**src/rtl/sdac_pkg.sv**
```systemverilog
package sdac_pkg;
  localparam logic [4:0] ADDR_UPPER = 5'b00110;
  localparam int FRAME_BYTES = 3;
  localparam int IDX_W = $clog2(FRAME_BYTES + 1);

  localparam logic [3:0] OP_LOAD   = 4'h2;
  localparam logic [3:0] OP_WRITE  = 4'h3;
  localparam logic [3:0] OP_WRLOAD = 4'h4;
  localparam logic [3:0] OP_MODE   = 4'h6;

  typedef enum logic [2:0] {PH_IDLE, PH_ADDR, PH_WRITE, PH_READ, PH_SKIP} phase_t;

  function automatic logic [1:0] strap_to_lsb(input logic [1:0] lvl);
    case (lvl)
      2'd1:    return 2'b10;
      2'd2:    return 2'b11;
      default: return 2'b00;
    endcase
  endfunction
endpackage

```
**src/rtl/sdac_line_filter.sv**
```systemverilog
module sdac_line_filter #(
  parameter int SYNC_STAGES = 2,
  parameter int FILT_LEN = 3
) (
  input  logic clk,
  input  logic rst_n,
  input  logic raw,
  output logic clean
);
  localparam int CW = $clog2(FILT_LEN + 1);

  logic [SYNC_STAGES-1:0] sync_q;
  logic [CW-1:0] cnt;
  logic s;

  always_ff @(posedge clk or negedge rst_n)
    if (!rst_n) sync_q <= '1;
    else        sync_q <= {sync_q[SYNC_STAGES-2:0], raw};

  assign s = sync_q[SYNC_STAGES-1];

  always_ff @(posedge clk or negedge rst_n)
    if (!rst_n) begin
      clean <= 1'b1;
      cnt   <= '0;
    end else if (s == clean) begin
      cnt <= '0;
    end else if (cnt == CW'(FILT_LEN - 1)) begin
      clean <= s;
      cnt   <= '0;
    end else begin
      cnt <= cnt + 1'b1;
    end


  filt_follow_chk: assert property (@(posedge clk) disable iff (!rst_n)
    (clean != $past(clean)) |-> ($past(s) == clean));
endmodule

```
**src/rtl/sdac_bus_cond.sv**
```systemverilog
module sdac_bus_cond (
  input  logic clk,
  input  logic rst_n,
  input  logic scl,
  input  logic sda,
  output logic start_evt,
  output logic stop_evt,
  output logic scl_rise,
  output logic scl_fall
);
  logic scl_d, sda_d, start_hi;

  always_ff @(posedge clk or negedge rst_n)
    if (!rst_n) begin
      scl_d    <= 1'b1;
      sda_d    <= 1'b1;
      start_hi <= 1'b0;
    end else begin
      scl_d <= scl;
      sda_d <= sda;
      if (scl_fall)       start_hi <= 1'b0;
      else if (start_evt) start_hi <= 1'b1;
    end

  assign scl_rise  = scl & ~scl_d;
  assign scl_fall  = ~scl & scl_d;
  assign start_evt = scl & scl_d & sda_d & ~sda;
  // a rise in the same high interval as a START is folded into that START
  assign stop_evt  = scl & scl_d & ~sda_d & sda & ~start_hi;
endmodule

```
**src/rtl/sdac_link.sv**
```systemverilog
module sdac_link
  import sdac_pkg::*;
(
  input  logic             clk,
  input  logic             rst_n,
  input  logic             start_evt,
  input  logic             stop_evt,
  input  logic             scl_rise,
  input  logic             scl_fall,
  input  logic             sda_in,
  input  logic [6:0]       dev_addr,
  input  logic [15:0]      rd_word,
  output logic             sda_low,
  output logic             rx_valid,
  output logic [7:0]       rx_data,
  output logic [IDX_W-1:0] rx_idx
);
  phase_t           phase;
  logic [3:0]       bitcnt;
  logic [7:0]       shreg;
  logic [6:0]       tx;
  logic             nack_q;
  logic             rd_sel;
  logic [IDX_W-1:0] idx;
  logic [7:0]       nb;

  assign nb = rd_sel ? rd_word[7:0] : rd_word[15:8];

  always_ff @(posedge clk or negedge rst_n)
    if (!rst_n) begin
      phase    <= PH_IDLE;
      bitcnt   <= '0;
      shreg    <= '0;
      tx       <= '0;
      nack_q   <= 1'b0;
      rd_sel   <= 1'b0;
      idx      <= '0;
      sda_low  <= 1'b0;
      rx_valid <= 1'b0;
      rx_data  <= '0;
      rx_idx   <= '0;
    end else begin
      rx_valid <= 1'b0;
      if (start_evt) begin
        phase   <= PH_ADDR;
        bitcnt  <= '0;
        idx     <= '0;
        sda_low <= 1'b0;
      end else if (stop_evt) begin
        phase   <= PH_IDLE;
        sda_low <= 1'b0;
      end else if (scl_rise) begin
        case (phase)
          PH_ADDR, PH_WRITE: begin
            if (bitcnt < 4'd8) shreg <= {shreg[6:0], sda_in};
            bitcnt <= bitcnt + 4'd1;
          end
          PH_READ: begin
            if (bitcnt == 4'd8) nack_q <= sda_in;
            bitcnt <= bitcnt + 4'd1;
          end
          default: ;
        endcase
      end else if (scl_fall) begin
        case (phase)
          PH_ADDR: begin
            if (bitcnt == 4'd8) begin
              if (shreg[7:1] == dev_addr) sda_low <= 1'b1;
              else                        phase   <= PH_SKIP;
            end else if (bitcnt == 4'd9) begin
              bitcnt <= '0;
              if (shreg[0]) begin
                phase   <= PH_READ;
                tx      <= rd_word[14:8];
                sda_low <= ~rd_word[15];
                rd_sel  <= 1'b1;
              end else begin
                phase   <= PH_WRITE;
                sda_low <= 1'b0;
              end
            end
          end
          PH_WRITE: begin
            if (bitcnt == 4'd8) begin
              rx_valid <= 1'b1;
              rx_data  <= shreg;
              rx_idx   <= idx;
              sda_low  <= (idx < IDX_W'(FRAME_BYTES));
              if (idx < IDX_W'(FRAME_BYTES)) idx <= idx + 1'b1;
            end else if (bitcnt == 4'd9) begin
              sda_low <= 1'b0;
              bitcnt  <= '0;
            end
          end
          PH_READ: begin
            if (bitcnt >= 4'd1 && bitcnt <= 4'd7) begin
              sda_low <= ~tx[6];
              tx      <= {tx[5:0], 1'b0};
            end else if (bitcnt == 4'd8) begin
              sda_low <= 1'b0;
            end else if (bitcnt == 4'd9) begin
              if (!nack_q) begin
                tx      <= nb[6:0];
                sda_low <= ~nb[7];
                rd_sel  <= ~rd_sel;
                bitcnt  <= '0;
              end else begin
                phase   <= PH_SKIP;
                sda_low <= 1'b0;
              end
            end
          end
          default: ;
        endcase
      end
    end


  stop_release_chk: assert property (@(posedge clk) disable iff (!rst_n)
    stop_evt |=> (!sda_low && phase == PH_IDLE));

  start_addr_chk: assert property (@(posedge clk) disable iff (!rst_n)
    start_evt |=> (phase == PH_ADDR && bitcnt == 4'd0));

  drive_on_fall_chk: assert property (@(posedge clk) disable iff (!rst_n)
    $rose(sda_low) |-> $past(scl_fall));

  skip_silent_chk: assert property (@(posedge clk) disable iff (!rst_n)
    (phase == PH_SKIP && !start_evt) |=> !sda_low);
endmodule

```
**src/rtl/sdac_regs.sv**
```systemverilog
module sdac_regs
  import sdac_pkg::*;
#(
  parameter int DAC_BITS = 12
) (
  input  logic                clk,
  input  logic                rst_n,
  input  logic                start_evt,
  input  logic                stop_evt,
  input  logic                rx_valid,
  input  logic [7:0]          rx_data,
  input  logic [IDX_W-1:0]    rx_idx,
  input  logic                load_n,
  output logic [DAC_BITS-1:0] dac_q,
  output logic [15:0]         rd_word
);
  localparam int PAD = 16 - DAC_BITS;

  logic [3:0]          op_q;
  logic [7:0]          d1_q;
  logic                have_cmd;
  logic                rd_dac;
  logic                lmode_q;
  logic [1:0]          ld_sync;
  logic [DAC_BITS-1:0] code_q;
  logic [DAC_BITS-1:0] new_code;
  logic                commit;
  logic                pin_act;

  assign commit   = rx_valid && (rx_idx == IDX_W'(FRAME_BYTES - 1)) && have_cmd;
  assign new_code = DAC_BITS'({d1_q, rx_data} >> PAD);
  assign pin_act  = lmode_q & ~ld_sync[1];
  assign rd_word  = {(rd_dac ? dac_q : code_q), {PAD{1'b0}}};

  always_ff @(posedge clk or negedge rst_n)
    if (!rst_n) ld_sync <= 2'b11;
    else        ld_sync <= {ld_sync[0], load_n};

  always_ff @(posedge clk or negedge rst_n)
    if (!rst_n) begin
      op_q     <= '0;
      d1_q     <= '0;
      have_cmd <= 1'b0;
      rd_dac   <= 1'b0;
      lmode_q  <= 1'b0;
      code_q   <= '0;
    end else if (start_evt || stop_evt) begin
      // pending frame is dropped; a restart keeps its pointer
      have_cmd <= 1'b0;
      if (start_evt && have_cmd) rd_dac <= (op_q == OP_LOAD);
    end else if (rx_valid) begin
      if (rx_idx == '0) begin
        op_q     <= rx_data[7:4];
        have_cmd <= 1'b1;
      end else if (rx_idx == IDX_W'(1)) begin
        d1_q <= rx_data;
      end else if (commit) begin
        have_cmd <= 1'b0;
        rd_dac   <= (op_q == OP_LOAD);
        case (op_q)
          OP_WRITE, OP_WRLOAD: code_q  <= new_code;
          OP_MODE:             lmode_q <= rx_data[0];
          default: ;
        endcase
      end
    end

  always_ff @(posedge clk or negedge rst_n)
    if (!rst_n)                               dac_q <= '0;
    else if (commit && op_q == OP_WRLOAD)     dac_q <= new_code;
    else if (commit && op_q == OP_LOAD)       dac_q <= code_q;
    else if (pin_act)                         dac_q <= code_q;


  code_hold_chk: assert property (@(posedge clk) disable iff (!rst_n)
    !(rx_valid && rx_idx == IDX_W'(FRAME_BYTES - 1)) |=> $stable(code_q));

  dac_hold_chk: assert property (@(posedge clk) disable iff (!rst_n)
    (!(rx_valid && rx_idx == IDX_W'(FRAME_BYTES - 1)) && !pin_act) |=> $stable(dac_q));

  mode_hold_chk: assert property (@(posedge clk) disable iff (!rst_n)
    !rx_valid |=> $stable(lmode_q));
endmodule

```
**src/rtl/sdac_i2c_slave.sv**
```systemverilog
module sdac_i2c_slave
  import sdac_pkg::*;
#(
  parameter int DAC_BITS = 12,
  parameter int SYNC_STAGES = 2,
  parameter int FILT_LEN = 3
) (
  input  logic                clk,
  input  logic                rst_n,
  input  logic                scl_in,
  input  logic                sda_in,
  output logic                sda_pull_low,
  input  logic [1:0]          strap_lvl,
  input  logic                load_n,
  output logic [DAC_BITS-1:0] dac_code
);
  logic [1:0]       raw_lines;
  logic [1:0]       clean_lines;
  logic             start_evt, stop_evt, scl_rise, scl_fall;
  logic [6:0]       dev_addr;
  logic [15:0]      rd_word;
  logic             rx_valid;
  logic [7:0]       rx_data;
  logic [IDX_W-1:0] rx_idx;

  assign raw_lines = {sda_in, scl_in};
  assign dev_addr  = {ADDR_UPPER, strap_to_lsb(strap_lvl)};

  for (genvar i = 0; i < 2; i++) begin : g_line
    sdac_line_filter #(.SYNC_STAGES(SYNC_STAGES), .FILT_LEN(FILT_LEN)) u_filt (
      .clk(clk), .rst_n(rst_n), .raw(raw_lines[i]), .clean(clean_lines[i])
    );
  end

  sdac_bus_cond u_cond (
    .clk(clk), .rst_n(rst_n), .scl(clean_lines[0]), .sda(clean_lines[1]),
    .start_evt(start_evt), .stop_evt(stop_evt), .scl_rise(scl_rise), .scl_fall(scl_fall)
  );

  sdac_link u_link (
    .clk(clk), .rst_n(rst_n), .start_evt(start_evt), .stop_evt(stop_evt),
    .scl_rise(scl_rise), .scl_fall(scl_fall), .sda_in(clean_lines[1]),
    .dev_addr(dev_addr), .rd_word(rd_word), .sda_low(sda_pull_low),
    .rx_valid(rx_valid), .rx_data(rx_data), .rx_idx(rx_idx)
  );

  sdac_regs #(.DAC_BITS(DAC_BITS)) u_regs (
    .clk(clk), .rst_n(rst_n), .start_evt(start_evt), .stop_evt(stop_evt),
    .rx_valid(rx_valid), .rx_data(rx_data), .rx_idx(rx_idx), .load_n(load_n),
    .dac_q(dac_code), .rd_word(rd_word)
  );
endmodule

```
**config.mk**
```make
export PLATFORM = sky130hd
export DESIGN_NAME = sdac_i2c_slave
export DESIGN_NICKNAME = d
export VERILOG_FILES = /design/src/rtl/sdac_pkg.sv /design/src/rtl/sdac_line_filter.sv /design/src/rtl/sdac_bus_cond.sv /design/src/rtl/sdac_link.sv /design/src/rtl/sdac_regs.sv /design/src/rtl/sdac_i2c_slave.sv
export SDC_FILE = /design/constraint.sdc
export NUM_CORES = 1
export LEC_CHECK = 0
export CAP_MARGIN = 20
export CORE_UTILIZATION = 36
export CTS_CLUSTER_DIAMETER = 200
export DETAILED_ROUTE_END_ITERATION = 16
export DONT_BUFFER_PORTS = 1
export GPL_ROUTABILITY_DRIVEN = 0
export PLACE_DENSITY_LB_ADDON = 0.08
export RECOVER_POWER = 25
export SLEW_MARGIN = 20
export SYNTH_ARGS = -nofsm -noshare
export SYNTH_HDL_FRONTEND = slang
export SYNTH_SLANG_ARGS = --single-unit
```
**constraint.sdc**
```tcl
create_clock -name clk -period 6.1 [get_ports clk]
set_clock_uncertainty 0.05 [all_clocks]
set_input_delay 0.61 -clock clk [delete_from_list [all_inputs] [get_ports clk]]
set_output_delay 0.61 -clock clk [all_outputs]
set_load 0.01 [all_outputs]
```
==> metrics.md, run 1 <==
| Metric | Value |
|---|---|
| Status | finished, final reports clean |
| Clock sinks | 92 |
| # diodes | 0 |
| Grt total ovfl | 0 |
| Vias post-DR | 2764 |
| Crit end category | register |
| Final Hold Viols | 0 |
| CTS max path bufs | 2 |
| Number of synthesized flops with an enable pin | 0 |
| Average wire per standard cell | 18.3 um |
| Initial DRC Count | 123 |
| Die Wd | 113 um |
| Mapped Nets | 376 |
| Post-synthesis sequential area ratio | 52.5% |
| ANT nets after route | 0 |
| First-pass GRT wire length | 15800 um |
| I/O pins | 20 |
| Initial antenna violation count | 0 |
| Post-Syn Instances | 361 |
| Clock latency on the worst-skew pair | 350 ps |
| Final Setup Violations | 0 |
| WP data arrival | 2750 ps |
| Pwr Density | 351 nW/um^2 |
| Worst hold path type | in -> async |
| # DRC | 0 |
| Via/cell ratio | 5.37 |
| Critical Path Start Type | register |
| Slew Limit Headroom | 40.8% |
| Peak Freq | 389 MHz |
| Critical path type | reg -> reg |
| Largest net degree at the start of global routing | 83 |
| Critical path required time | 6280 ps |
| Max-slew violations | 0 |
| FF+latch count, synth | 92 |
| Dominant synthesized flop cell | dfrtp_1 |
| Final period utilization | 42.1% |
| Worst setup margin | 3530 ps |
| Yosys cell types | 59 |
| Post-Route WL | 9410 um |
| Layout cell share with drive strength beyond 1 | 26.4% |
| Rows | 40 |
| Peak VDD IR | 0.000133 V |
| Area Overhead vs Synth | 9.70% |
| Setup TNS | 0 ps |
| Drt first pass iters | 4 |
| Vias in the first global route | 2820 |
| Die area | 12700 sq um |
| Final HPWL from detailed placement | 6380 um |
| Port Buffers | 0 |
| Synth Area per Inst | 12.2 sq um |
| NumNets Final | 378 |
| Num CTS Buffers | 9 |
| Post-synth ARST share | 100% |
| Post-layout min period | 2570 ps |
| Pre-CTS WS | 3550 ps |
| P_leak | 2.25 nW |
| Least-Margin Pin Slew | 885 ps |
| Die H | 113 um |
| Core area | 12000 sq um |
| Starting Density | 36.9% |
| CTS tree | built |
| RSZ-0062 raised after global routing | no |
| Synth warn | 0 |
| Root Buffer | clkbuf_16 |
| Crit path max fanout | 9 |
| Synth Cell Area | 4410 sq um |
| CTS H-tree lvls | 3 |
| Total Routing Usage GR | 16.6% |
| Clk slew on worst S/H paths | 60 ps |
| Max Cap Viol | 0 |
==> Yosys cell counts (3+ instances only) <==
| master | n | area, sq um |
|---|---|---|
| mux2i_1 | 23 | 230 |
| ha_1 | 8 | 100 |
| nand2b_1 | 4 | 25.0 |
| a21oi_1 | 9 | 45.0 |
| o21a_1 | 5 | 37.5 |
| a22oi_1 | 3 | 22.5 |
| clkbuf_1 | 4 | 15.0 |
| o22ai_1 | 4 | 25.0 |
| a31oi_1 | 3 | 18.8 |
| nand3b_1 | 5 | 37.5 |
| nand2_1 | 27 | 101 |
| dfrtp_1 | 82 | 2050 |
| inv_1 | 7 | 26.3 |
| nor2b_1 | 4 | 25.0 |
| nand3_1 | 6 | 30.0 |
| o2bb2ai_1 | 3 | 26.3 |
| dfstp_2 | 10 | 263 |
| nor3_1 | 10 | 50.1 |
| buf_2 | 7 | 35.0 |
| nor2_1 | 12 | 45.0 |
| mux2_2 | 49 | 552 |
| o21ai_0 | 20 | 100 |
| nor4_1 | 4 | 25.0 |
| xnor2_1 | 4 | 35.0 |
| mux2_4 | 8 | 120 |
==> cell type report <==
| type | count | area (sq um) |
|---|---|---|
| clock inverters | 4 | 26.3 |
| clock buffers | 12 | 236 |
| repair buffers | 3 | 42.5 |
| flip-flops and latches | 92 | 2310 |
| inverters | 7 | 26.3 |
| well taps | 147 | 184 |
| fillers | 1156 | 7120 |
| multi-input cells | 250 | 2010 |
==> sequential cells by signal (all words and copies together) (netlist names), 2 cells and up <==
| register | flops |
|---|---|
| u_link.bitcnt | 4 |
| g_line.u_filt.cnt | 4 |
| u_link.rx_data | 8 |
| u_regs.op_q | 4 |
| u_link.phase | 3 |
| u_regs.ld_sync | 2 |
| g_line.u_filt.sync_q | 4 |
| u_link.tx | 7 |
| u_regs.code_q | 12 |
| g_line.u_filt.clean | 2 |
| u_regs.dac_q | 12 |
| u_regs.d1_q | 8 |
| u_link.shreg | 8 |
| u_link.rx_idx | 2 |
| u_link.idx | 2 |
==> critical path: stages, from the launching register on <==
cell      delay (ps)
dfstp_2          540
inv_1             40
ha_1             290
nand2b_1         230
or2_1            260
or4_4            540
o21ai_1          150
mux2_2           350
==> cells by family after synthesis <==
logic type               count (synthesis)  synth area share, %
flip-flops                              92                 52.5
AND/OR/NAND/NOR                         91                 11.5
multiplexers                            82                 21.2
AO/OA/AOI/OAI                           63                 9.36
buffers and inverters                   19                 1.98
adder cells (fa/ha/maj)                  8                 2.27
XOR/XNOR                                 6                 1.19
==> timing repair <==
action                    4_1_cts  5_1_grt
hold endpoints to repair       82        0
setup buffers                   0        0
resized for setup               0        0
hold buffers                    1        0
==> report_power, final <==
| group | switching (W) | internal (W) | total, W |
|---|---|---|---|
| Combinational | 0.000210 | 0.000189 | 0.000399 |
| Clock | 0.000234 | 0.000277 | 0.000511 |
| Sequential | 0.0000966 | 0.000692 | 0.000789 |
==> through the flow <==
step	total power [W]	instance area (sq um)	hold WS, ps	std cells	utilization (%)
floorplan	0.00110	4410	264	361	-
detailed placement	0.00118	4550	265	498	38.0
global placement	0.00118	4550	266	498	38.0
finish	0.00170	4840	60.7	515	40.5
CTS	0.00172	4840	42.9	515	40.5
global route	0.00181	4840	43.3	515	40.5
==> layout by cell type, fill, tap and decap left out, drive strengths merged, types with 2 or more instances in the layout <==
cell type  instances
a21oi              9
a22oi              3
a31oi              3
and2               2
buf                3
clkbuf            12
clkinv             2
dfrtp             82
dfstp             10
ha                 8
inv                8
mux2              58
mux2i             23
nand2             28
nand2b             4
nand3              6
nand3b             5
nor2              12
nor2b              4
nor3              12
nor3b              3
nor4               4
o211ai             2
o21a               5
o21ai             23
o22ai              4
o2bb2ai            3
or2                2
or4                2
xnor2              4
xor2               2
==> final timing paths <==
check,startpoint,slack [ps],to,cells after the start
worst min-delay path,rst_n,60,u_regs.ld_sync[0]$_DFF_PN1_,0
worst max-delay path,u_cond.scl_d$_DFF_PN1_,3530,u_link.phase[0]$_DFFE_PN0P_,7
worst max register to register,u_cond.scl_d$_DFF_PN1_,3530,u_link.phase[0]$_DFFE_PN0P_,7
max in group asynchronous,rst_n,5530,u_regs.code_q[5]$_DFFE_PN0P_,1
worst min register to register,g_line[1].u_filt.sync_q[0]$_DFF_PN1_,310,g_line[1].u_filt.sync_q[1]$_DFF_PN1_,0
min in group clk,load_n,210,u_regs.ld_sync[0]$_DFF_PN1_,0
==> metal layers <==
layer	GRT usage, %	routed length (um)	vias to the layer above
li1	-	-	1319
met1	24.5	4890	1400
met2	23.6	4160	34
met3	3.11	197	11
met4	7.20	149	0
met5	0	0	-
No activity file was read; power rests on OpenSTA's default activity.
==> run 2: changes to the inputs <==
==> constraint.sdc (replaced) <==
create_clock -name clk -period 2.2 [get_ports clk]
set_clock_uncertainty 0.05 [all_clocks]
set_input_delay 0.22 -clock clk [delete_from_list [all_inputs] [get_ports clk]]
set_output_delay 0.22 -clock clk [all_outputs]
set_load 0.01 [all_outputs]
==> metrics.md, run 2 (same netlist as run 1, synthesis figures left out) <==
| Metric | Value |
|---|---|
| Reg power frac | 42.2% (-4.2 points) |
| Least-Margin Pin Slew | 405 ps (-480 ps) |
| Critical-path cell list | inv_2, ha_4, nand2b_4, or2_4, or4_4, o21ai_2, mux2_4 |
| Final HPWL from detailed placement | 6480 um (+1.5%) |
| Placed Area | 4770 sq um (+4.8%) |
| Root Buffer | clkbuf_16 |
| Final period utilization | 97.6% (+55 points) |
| Vias post-DR | 2792 (+1.0%) |
| Max Cap Viol | 0 (unchanged) |
| Core area | 12000 sq um (unchanged) |
| CP bufs+invs | 1 (unchanged) |
| Die area | 12700 sq um (unchanged) |
| Initial antenna violation count | 0 (unchanged) |
| Crit path max fanout | 3 (-6) |
| Clk slew on worst S/H paths | 70 ps (about the same) |
| Clock latency on the worst-skew pair | 350 ps (about the same) |
| Pwr Total | 0.00508 W (+200%) |
| Hold WS | -482 ps (-543 ps) |
| Max stage delay on crit path | 550 ps (about the same) |
| Final Setup Violations | 0 (unchanged) |
| Critical path required time | 2380 ps (-3900 ps) |
| Die H | 113 um (unchanged) |
| CTS tree | built |
| Peak VDD IR | 0.000527 V (+300%) |
| Grt total ovfl | 0 (unchanged) |
| Rows | 40 (unchanged) |
| Clock power frac | 30.9% (+0.8 points) |
| # DRC | 0 (unchanged) |
| Largest net degree at the start of global routing | 93 (+12%) |
| Critical Path Start Type | register |
| Num CTS Buffers | 9 (unchanged) |
| # diodes | 0 (unchanged) |
| RSZ-0062 raised after global routing | yes |
| WP data arrival | 2330 ps (-420 ps) |
| Total Routing Usage GR | 16.4% (-0.14 points) |
| First-pass GRT wire length | 15700 um (-0.70%) |
| Starting Density | 36.9% (unchanged) |
| Crit end category | register |
| Biggest regs | u_regs.code_q x12, u_regs.dac_q x12 |
| Port Buffers | 0 (unchanged) |
| Commonest non-fill, non-tap cell in the layout | dfrtp_1 |
| Post-layout min period | 2150 ps (-424 ps) |
| Via/cell ratio | 5.14 (-4.2%) |
| I/O pins | 20 (unchanged) |
| Area Overhead vs Synth | 16.6% |
| Critical path type | reg -> reg |
| Psw | 0.00158 W (+190%) |
| Die Wd | 113 um (unchanged) |
| Commonest cells after routing, fill and taps aside | dfrtp_1 (82), mux2_2 (48), nand2_1 (27) |
| Worst hold path type | in -> async |
| Clock sinks | 92 (unchanged) |
| Slew Limit Headroom | 72.7% (+32 points) |
| Drt first pass iters | 4 (unchanged) |
| Placed cells | 522 (+4.8%) |
| ANT nets after route | 0 (unchanged) |
| Status | complete, but fails checks |
| Peak Freq | 466 MHz (+20%) |
| Average wire per standard cell | 17.1 um (-6.5%) |
| Critical-path cell with the highest stage delay | dfstp_2 |
| Final non-filler cell total | 543 (+5.4%) |
| Design area | 5150 sq um (+6.3%) |
| CTS max path bufs | 2 (unchanged) |
| CTS Hold Bufs | 3 (+2) |
| Pwr Density | 987 nW/um^2 (+180%) |
| Layout cell share with drive strength beyond 1 | 33.8% (+7.5 points) |
| Comb power frac | 27.0% (+3.5 points) |
| Vias in the first global route | 2910 (+3.2%) |
| Pre-CTS WS | -67.6 ps (-3610 ps) |
| P_leak | 2.42 nW (+7.7%) |
| CTS H-tree lvls | 3 (unchanged) |
| Switching Fraction | 31.1% (-0.74 points) |
| Initial DRC Count | 73 (-41%) |
| Internal power | 0.00350 W (+200%) |
| CP top delay family | simple AND/OR/NAND/NOR gates |
| Failing checks | hold timing |
| Worst setup margin | 53.7 ps (-3480 ps) |
| Max-slew violations | 0 (unchanged) |
| Flop-to-flop setup slack | 50 ps (-3480 ps) |
| Post-Route WL | 9270 um (-1.4%) |
| NumNets Final | 406 (+7.4%) |
| Final Hold Viols | 92 (+92) |
==> run 2: power groups by stage <==
stage	combinational [W]	clock, W	sequential, W
final	0.00137	0.00157	0.00214
after global routing	0.00152	0.00170	0.00218
after CTS	0.00133	0.00163	0.00215
after detailed placement	0.00131	0	0.00217
after global placement	0.00131	0	0.00217
after floorplan	0.00100	0	0.00211
==> run 2: layout make-up <==
cell class | instances | area, sq um
clock inverters | 6 | 72.6
repair buffers | 31 | 256
well taps | 147 | 184
multi-input cells | 250 | 2060
flip-flops and latches | 92 | 2310
fillers | 1122 | 6810
clock buffers | 10 | 229
inverters | 7 | 26.3
==> run 2: metal layers <==
metal	GRT usage, %	up-vias	share of wire (%)
met1	23.0	1368	51
li1	-	1374	-
met3	4.82	8	3.9
met5	0	-	0
met4	7.02	0	1.6
met2	23.6	42	44
==> run 2: worst paths after layout <==
path	startpoint	endpoint	cells after the start
worst max register to register	u_cond.scl_d$_DFF_PN1_	u_link.phase[0]$_DFFE_PN0P_	7
min in group clk	g_line[1].u_filt.sync_q[0]$_DFF_PN1_	g_line[1].u_filt.sync_q[1]$_DFF_PN1_	0
worst max-delay path	u_cond.scl_d$_DFF_PN1_	u_link.phase[0]$_DFFE_PN0P_	7
max in group asynchronous	rst_n	u_regs.ld_sync[0]$_DFF_PN1_	0
worst min-delay path	rst_n	u_link.bitcnt[0]$_DFFE_PN0P_	0
worst min register to register	g_line[1].u_filt.sync_q[0]$_DFF_PN1_	g_line[1].u_filt.sync_q[1]$_DFF_PN1_	0
==> run 2: repair_timing <==
item / in CTS / in global routing
pin swaps: 2 / 2
buffers inserted: 0 / 2
endpoints found under the hold margin: 95 / 92
endpoints found under the setup margin: 10 / 22
gates resized for setup: 2 / 6
==> run 2: through the flow <==
| step | TNS (ps) | utilization (%) | hold WS (ps) |
|---|---|---|---|
| floorplan | -159 | - | -126 |
| global placement | -58.9 | 39.9 | -121 |
| detailed placement | -188 | 39.9 | -121 |
| CTS | 0 | 42.7 | -503 |
| global route | -28.5 | 43.0 | -503 |
| finish | 0 | 43.0 | -482 |
